### config.mk
export PLATFORM = sky130hd
export DESIGN_NAME = cpbr_seq
export DESIGN_NICKNAME = d
export VERILOG_FILES = /design/src/rtl/cpbr_pkg.sv /design/src/rtl/cpbr_decode.sv /design/src/rtl/cpbr_wait_timer.sv /design/src/rtl/cpbr_target.sv /design/src/rtl/cpbr_seq.sv
export SDC_FILE = /design/constraint.sdc
export NUM_CORES = 1
export LEC_CHECK = 0
export BUFFER_PORTS_ARGS = -buffer_cell sky130_fd_sc_hd__buf_2
export CORE_MARGIN = 2
export CORE_UTILIZATION = 55
export DETAILED_ROUTE_END_ITERATION = 10
export PLACE_DENSITY = 0.8
export SETUP_SLACK_MARGIN = 0.15
export SLEW_MARGIN = 20
export SYNTH_ARGS = -nofsm -noshare
export SYNTH_HDL_FRONTEND = slang
export SYNTH_SLANG_ARGS = --single-unit
### constraint.sdc
create_clock -name clk -period 7.07 [get_ports clk]
set_input_delay 1.414 -clock clk [delete_from_list [all_inputs] [get_ports clk]]
set_output_delay 1.414 -clock clk [all_outputs]
set_load 0.02 [all_outputs]
### src/rtl/cpbr_pkg.sv
package cpbr_pkg;

    localparam int WORD_W   = 16;
    localparam int CPID_W   = 3;
    localparam int N_CP     = 1 << CPID_W;
    localparam int EXT_W    = 2;
    localparam int CFG_W    = N_CP * EXT_W;

    localparam logic [3:0] LINE_F  = 4'hF;
    localparam logic [2:0] SZ_WORD = 3'b010;
    localparam logic [2:0] SZ_LONG = 3'b011;

    typedef struct packed {
        logic             fline;
        logic             size_ok;
        logic             is_long;
        logic [EXT_W-1:0] ext_n;
    } op_dec_t;

    typedef enum logic [2:0] {
        ST_IDLE,
        ST_WRITE,
        ST_WAIT,
        ST_EXT,
        ST_DISP0,
        ST_DISP1
    } seq_st_t;

    function automatic logic [31:0] sext16(input logic [15:0] w);
        return {{16{w[15]}}, w};
    endfunction

endpackage

### src/rtl/cpbr_decode.sv
module cpbr_decode
    import cpbr_pkg::*;
(
    input  logic [WORD_W-1:6] hdr,
    input  logic [CFG_W-1:0]  ext_cfg,
    output op_dec_t           dec
);
    logic [EXT_W-1:0] ext_tab [N_CP];

    for (genvar g = 0; g < N_CP; g++) begin : g_ext
        assign ext_tab[g] = ext_cfg[g*EXT_W +: EXT_W];
    end

    logic [2:0] size_code;
    logic [CPID_W-1:0] cpid;

    always_comb begin
        size_code   = hdr[8:6];
        cpid        = hdr[11:9];
        dec.fline   = (hdr[15:12] == LINE_F);
        dec.size_ok = (size_code == SZ_WORD) || (size_code == SZ_LONG);
        dec.is_long = (size_code == SZ_LONG);
        dec.ext_n   = ext_tab[cpid];
    end
endmodule

### src/rtl/cpbr_wait_timer.sv
module cpbr_wait_timer #(
    parameter int LIMIT = 64
) (
    input  logic clk,
    input  logic rst,
    input  logic run,
    output logic expired
);
    localparam int CNT_W = (LIMIT > 1) ? $clog2(LIMIT) : 1;
    localparam logic [CNT_W-1:0] LAST = CNT_W'(LIMIT - 1);

    logic [CNT_W-1:0] cnt;

    always_ff @(posedge clk) begin
        if (rst || !run) cnt <= '0;
        else if (cnt != LAST) cnt <= cnt + 1'b1;
    end

    assign expired = run && (cnt == LAST);
endmodule

### src/rtl/cpbr_target.sv
module cpbr_target
    import cpbr_pkg::*;
#(
    parameter int ADDR_W = 32
) (
    input  logic [ADDR_W-1:0] disp_addr,
    input  logic              is_long,
    input  logic              cond,
    input  logic [WORD_W-1:0] disp_hi,
    input  logic [WORD_W-1:0] disp_last,
    output logic [ADDR_W-1:0] npc
);
    logic [31:0]       disp32;
    logic [ADDR_W-1:0] fall;

    always_comb begin
        disp32 = is_long ? {disp_hi, disp_last} : sext16(disp_last);
        fall   = disp_addr + (is_long ? ADDR_W'(4) : ADDR_W'(2));
        npc    = cond ? (disp_addr + ADDR_W'(disp32)) : fall;
    end
endmodule

### src/rtl/cpbr_seq.sv
module cpbr_seq
    import cpbr_pkg::*;
#(
    parameter int ADDR_W      = 32,
    parameter int TIMEOUT_CYC = 64
) (
    input  logic                clk,
    input  logic                rst,
    input  logic                op_valid,
    input  logic [WORD_W-1:0]   op_word,
    input  logic [ADDR_W-1:0]   op_pc,
    output logic                op_ready,
    input  logic [CFG_W-1:0]    ext_cfg,
    output logic                wr_en,
    output logic [CPID_W-1:0]   wr_cpid,
    output logic [WORD_W-1:0]   wr_data,
    input  logic                rsp_valid,
    input  logic                rsp_true,
    input  logic                iw_valid,
    input  logic [WORD_W-1:0]   iw_data,
    output logic                iw_ready,
    output logic                done_o,
    output logic                taken_o,
    output logic [ADDR_W-1:0]   next_pc,
    output logic                err_o,
    output logic                unsup_o
);
    seq_st_t           st;
    op_dec_t           dec;
    logic [WORD_W-1:0] op_q;
    logic              long_q;
    logic              cond_q;
    logic [EXT_W-1:0]  ext_left;
    logic [ADDR_W-1:0] daddr_q;
    logic [WORD_W-1:0] hi_q;
    logic [ADDR_W-1:0] npc_w;
    logic              expired;
    logic              accept;
    logic              iw_fire;
    logic              last_word;

    cpbr_decode u_dec (
        .hdr     (op_word[WORD_W-1:6]),
        .ext_cfg (ext_cfg),
        .dec     (dec)
    );

    cpbr_wait_timer #(.LIMIT(TIMEOUT_CYC)) u_tmr (
        .clk     (clk),
        .rst     (rst),
        .run     (st == ST_WAIT),
        .expired (expired)
    );

    cpbr_target #(.ADDR_W(ADDR_W)) u_tgt (
        .disp_addr (daddr_q),
        .is_long   (long_q),
        .cond      (cond_q),
        .disp_hi   (hi_q),
        .disp_last (iw_data),
        .npc       (npc_w)
    );

    assign op_ready  = (st == ST_IDLE);
    assign accept    = op_valid && op_ready;
    assign wr_en     = (st == ST_WRITE);
    assign wr_cpid   = op_q[11:9];
    assign wr_data   = op_q;
    assign iw_ready  = (st == ST_EXT) || (st == ST_DISP0) || (st == ST_DISP1);
    assign iw_fire   = iw_valid && iw_ready;
    assign last_word = iw_fire && (((st == ST_DISP0) && !long_q) || (st == ST_DISP1));

    always_ff @(posedge clk) begin
        if (rst) begin
            st       <= ST_IDLE;
            op_q     <= '0;
            long_q   <= 1'b0;
            cond_q   <= 1'b0;
            ext_left <= '0;
            daddr_q  <= '0;
            hi_q     <= '0;
            done_o   <= 1'b0;
            taken_o  <= 1'b0;
            next_pc  <= '0;
            err_o    <= 1'b0;
            unsup_o  <= 1'b0;
        end else begin
            done_o  <= 1'b0;
            err_o   <= 1'b0;
            unsup_o <= 1'b0;
            unique case (st)
                ST_IDLE: begin
                    if (accept && dec.fline) begin
                        if (dec.size_ok) begin
                            op_q     <= op_word;
                            long_q   <= dec.is_long;
                            ext_left <= dec.ext_n;
                            daddr_q  <= op_pc + ADDR_W'(2)
                                        + ADDR_W'({dec.ext_n, 1'b0});
                            st       <= ST_WRITE;
                        end else begin
                            unsup_o <= 1'b1;
                        end
                    end
                end
                ST_WRITE: st <= ST_WAIT;
                ST_WAIT: begin
                    if (rsp_valid) begin
                        cond_q <= rsp_true;
                        st     <= (ext_left != '0) ? ST_EXT : ST_DISP0;
                    end else if (expired) begin
                        err_o <= 1'b1;
                        st    <= ST_IDLE;
                    end
                end
                ST_EXT: begin
                    if (iw_fire) begin
                        ext_left <= ext_left - 1'b1;
                        if (ext_left == EXT_W'(1)) st <= ST_DISP0;
                    end
                end
                ST_DISP0: begin
                    if (iw_fire && long_q) begin
                        hi_q <= iw_data;
                        st   <= ST_DISP1;
                    end
                end
                ST_DISP1: ;
                default: st <= ST_IDLE;
            endcase
            if (last_word) begin
                done_o  <= 1'b1;
                taken_o <= cond_q;
                next_pc <= npc_w;
                st      <= ST_IDLE;
            end
        end
    end
endmodule

Yosys cells after proc, flatten, opt, wreduce, memory -nomap -nowiden --
Cells that the tools add are included.
Operators by class: equal/unequal tests 17, muxes and demuxes 22, bitwise gates (word level) 5, reductions and logical operators 25, magnitude comparators 1, add/sub/neg operators 6
Operators by type and width (number):
- $add 32x32->32 | 2
- $mux 32 | 2
- $add 32x2->32 const B | 1
- $add 32x3->32 | 1
- $mux 3 | 9
- $pmux 3 s6 | 1
- $eq 3x2->1 const B | 4
- $mux 2 | 5
- $ne 2x1->1 const B | 4
- $logic_and 1x1->1 | 7
- $reduce_and 7->1 | 1
- $add 6x1->6 const B | 1
- $bmux 2 s3 | 1
- $eq 3x3->1 const B | 2
- $eq 6x6->1 const B | 1
- $ne 6x6->1 const B | 1
- $reduce_or 3->1 | 2
- $logic_or 1x1->1 | 5
- $eq 4x4->1 const B | 1
- $ge 4x4->1 const B | 1
- $not 1->1 | 4
- $not 3->4 | 1
- $pmux 2 s2 | 1
- $reduce_and 2->1 | 2
- other kinds (12) | 16
Storage, ports and cells: output and inout bits 58, word-level logic and storage cells 89, bits in registers 113, input bits 86

Depth between registers and ports, before layout --
word-level depth 7, gate-level depth with buffers 15, gate-level depth less buffers 14

By module --
A second synthesis with hierarchy kept.
Unflattened totals: cell total of the unflattened synthesis 901, area, all modules 7059.3 sq um
Modules (own cells, without submodules):
- cpbr_seq | cells each 600, sequential area each 2142.1 sq um, times used 1, area an instance 4730.8 sq um
- cpbr_target | cells each 262, sequential area each 0.0 sq um, times used 1, area an instance 1899.3 sq um
- cpbr_wait_timer | cells each 30, sequential area each 120.1 sq um, times used 1, area an instance 280.3 sq um
- cpbr_decode | cells each 9, sequential area each 0.0 sq um, times used 1, area an instance 148.9 sq um

Worst setup path before layout --
Ideal clock, no wire load.
path type input port to flip-flop, start point input op_word[9], end point register daddr_q[24], path slack 2.477 ns, buffers on the path 1, setup time 0.086 ns, required time 6.984 ns, stages 13, data arrival time 4.508 ns, path through clkbuf_1 mux4_2 mux2_2 ha_1 ha_1 inv_1 fa_1 nor2b_1 nand2b_1 nor4_1 nand2_1 xor2_1 a211oi_1
On the way: word-level cells in the longest chain between the ends 5
RTL lines:
- start, declared | line cpbr_seq.sv:10 | input logic [WORD_W-1:0] op_word,
- $not 3->4 (not written as such) | line cpbr_decode.sv:23 | dec.ext_n = ext_tab[cpid];
- $bmux 2 s3 | line cpbr_decode.sv:23
- $mux 2 (not written as such) (2 in series) | line cpbr_decode.sv:23
- $add 32x3->32 | line cpbr_seq.sv:99 | + ADDR_W'({dec.ext_n, 1'b0});
- end signal, assigned | line cpbr_seq.sv:98 | daddr_q <= op_pc + ADDR_W'(2)
- end, declared | line cpbr_seq.sv:34 | logic [ADDR_W-1:0] daddr_q;
No other way between the ends. The select of a mux whose other input is x is not followed. A chain may end at the register's enable or synchronous reset.

Final worst setup path --
Ends and elaborated chain as after synthesis.

==> impl_metrics.toml <==
[timing]
hold_viol = 0
skew_ns = 0.00903
fmax_mhz = 225
post-route-period-util_pct = 62.9
slew_headroom_pct = 48.8
finalSetupViolations = 0
final-max-slew-violation-count = 0
fin_crit_ns = 4.45
worstMarginPinSlew_ns = 0.768
setup_tns_ns = 0
grt_setup_unrepaired = "false"

[cts]
htreeDepth = 4
cts.sinks = 113
clockBufferDepth = 2
clk_latency_ns = 0.41
ctsResizeCount = 0
cts-root-buf = "clkbuf_16"
holdBufCountCts = 0
cts_tree = "done"
clk_pin_slew_ns = 0.05
cts-buffers-inserted = 17
post_cts_buffers = 0

[drt]
wl_per_cell_um = 14.8
wl_um = 16600
vias = 6319
viasPerCell = 5.62
firstDrtPassIters = 5
drt_iter0_markers = 553
drtAntennaViolNets = 0
drcViolationCount = 0

[yosys]
synth_common_cells = "nand2_1, dfxtp_1, a21oi_1"
synth.most_common_cell = "nand2_1"
async_flop_share_pct = 0
avgSynthCellArea_sq_um = 7.91
synth-edff-count = 0
ys_seq_area_share_pct = 33.8
synth_flop_cell = "dfxtp_1"
synth-seq-cells = 113
netlist_instances = 846
syn-num-nets = 972
synth.distinct_cells = 65
yosysTopAreaCell = "dfxtp_1"
netlist_top_cells_area = "dfxtp_1, nand2_1, a21oi_1"
synth_top_area_share_pct = 33.8
yosysWarningCount = 0
syn_area_sq_mm = 0.00670

[place]
place.gp.congestion = 0.955
hpwl_um = 12600
placed_cells = 1093
io_buffers = 143

[setup_path]
r2r_cells = 13
worstPathRequired_ns = 7.39
crit_family = "simple AND/OR/NAND/NOR gates"
crit_type = "input pin to flop"
worst-path-max-fanout = 6
critPathBufInv = 2
start_kind = "input pin"
path_common_cell = "ha_1"
reg2reg_to = "next_pc[24]"
path_cells = "buf_2 > mux4_2 > mux2_2 > ha_1 > ha_1 > inv_1 > fa_1 > nor2b_1 > nand2b_1 > nor4_1 > nand2_1 > xor2_1 > a211oi_1"
r2r_slack_ns = 3.14
slowest_stage = "nor4_1"
critPathCaptureType = "flop"
arrival_ns = 4.77
regToRegStartpoint = "cond_q"
cp_slowest_stage_delay_ns = 0.62

[hold_path]
hp-start = "next_pc[10]"
min_to = "next_pc[10]"
hold_path.class = "flop to flop"
whs_path_depth = 2

[floorplanning]
initial_core_util_pct = 56.0
ios = 144
die-area_sq_mm = 0.0131
die_w_um = 114
fp.dieH_um = 114
num_rows = 40
coreArea_sq_mm = 0.0120

[cells_and_area]
fillCellCount = 1037
multi_input_area_sq_mm = 0.00417
fin_cells = 1125
seq_area_sq_mm = 0.00226
area_growth_pct = 19.8
nets = 1091
layout-drive-gt1-share_pct = 20.1

[global_routing]
overflow = 0
grt_pass1_wl_um = 27500
grt_start_max_net_pins = 73
grt_pass1_vias = 5685
grt.total_usage_pct = 26.4
antenna_found_initial = 2

[flow_run]
maxCapViolCount = 0

[power]
leakage_nw = 3.58
power_density_mw_per_mm2 = 212
peakVddDrop_v = 0.000136

[outcome]
status = "completed"
==> power by group <==
group          switching [W]  leakage (nW)  internal (W)  total [W]
clock network       0.000276         0.286      0.000548   0.000824
logic               0.000122          2.39     0.0000848   0.000207
registers          0.0000183         0.910      0.000649   0.000668
total               0.000416          3.58       0.00128    0.00170
==> layout by cell type, fill, tap and decap left out, types with 12 or more instances in the layout <==
cell type,Yosys,final
nand2b_1,15,15
and2_1,15,15
xnor2_1,16,16
or3_1,12,12
o21ai_0,18,18
ha_1,38,38
inv_1,18,18
nand2_1,141,141
a21oi_1,96,96
clkbuf_16,0,17
xor2_1,28,28
nand3_1,25,25
dfxtp_1,113,113
nor3_1,12,12
buf_2,1,142
a211oi_1,25,25
and3_1,13,13
a21o_1,29,29
nor2_1,71,69
==> cell type report <==
class,count,area share (%)
multi-input combinational,666,52.0
sequential,113,28.2
timing repair buffer,148,9.42
clock buffer,24,6.13
tap,147,2.29
clock inverter,6,0.998
inverter,19,0.889
antenna,2,0.0624
==> metrics by stage <==
stage	utilization, %	total power (W)	instance area (sq um)	hold slack [ns]	worst slack (ns)
final	67.1	0.00170	8020	0.444	2.62
after global routing	67.1	0.00176	8020	0.463	2.34
after CTS	67.0	0.00171	8010	0.448	2.62
after detailed placement	62.2	0.000883	7440	0.442	2.24
after global placement	62.2	0.000880	7440	0.435	2.30
after floorplan	-	0.000815	6700	0.436	2.48
==> worst max path at each step <==
stage / from / end / slack (ns) / cells after the start
6_report: op_word[9] / daddr_q[24] / 2.62 / 13
5_1_grt: op_word[9] / daddr_q[26] / 2.34 / 13
4_1_cts: op_word[9] / daddr_q[24] / 2.62 / 13
3_5_place_dp: op_word[9] / daddr_q[24] / 2.24 / 13
3_3_place_gp: op_word[9] / daddr_q[30] / 2.30 / 13
2_1_floorplan: op_word[9] / daddr_q[24] / 2.48 / 13
==> worst min-delay path, delay by kind of cell, from the launching register on <==
family | cells | cell delay, ns
simple gates | 1 | 0.05
compound gates | 1 | 0.05
flops | 1 | 0.30
==> routing by layer <==
layer | wire [um] | GRT usage, %
met1 | 8250 | 37.8
met2 | 7130 | 39.0
met3 | 882 | 5.66
met4 | 326 | 10.2
met5 | 0 | 0
==> registers in the layout (all words and copies together) (netlist names), 2 cells and up <==
| signal | cells |
|---|---|
| daddr_q | 32 |
| u_tmr.cnt | 6 |
| hi_q | 16 |
| next_pc | 32 |
| ext_left | 2 |
| st | 3 |
| wr_data | 16 |
==> cell families after synthesis <==
logic type               after synthesis  share of synthesized area [%]
buffers and inverters                 67                           4.06
adder cells (fa/ha/maj)               40                           7.70
XOR/XNOR                              44                           5.76
multiplexers                           7                           1.83
AND/OR/NAND/NOR                      340                           23.9
AO/OA/AOI/OAI                        235                           23.0
flip-flops                           113                           33.8
(Power assumes the default switching activity.)
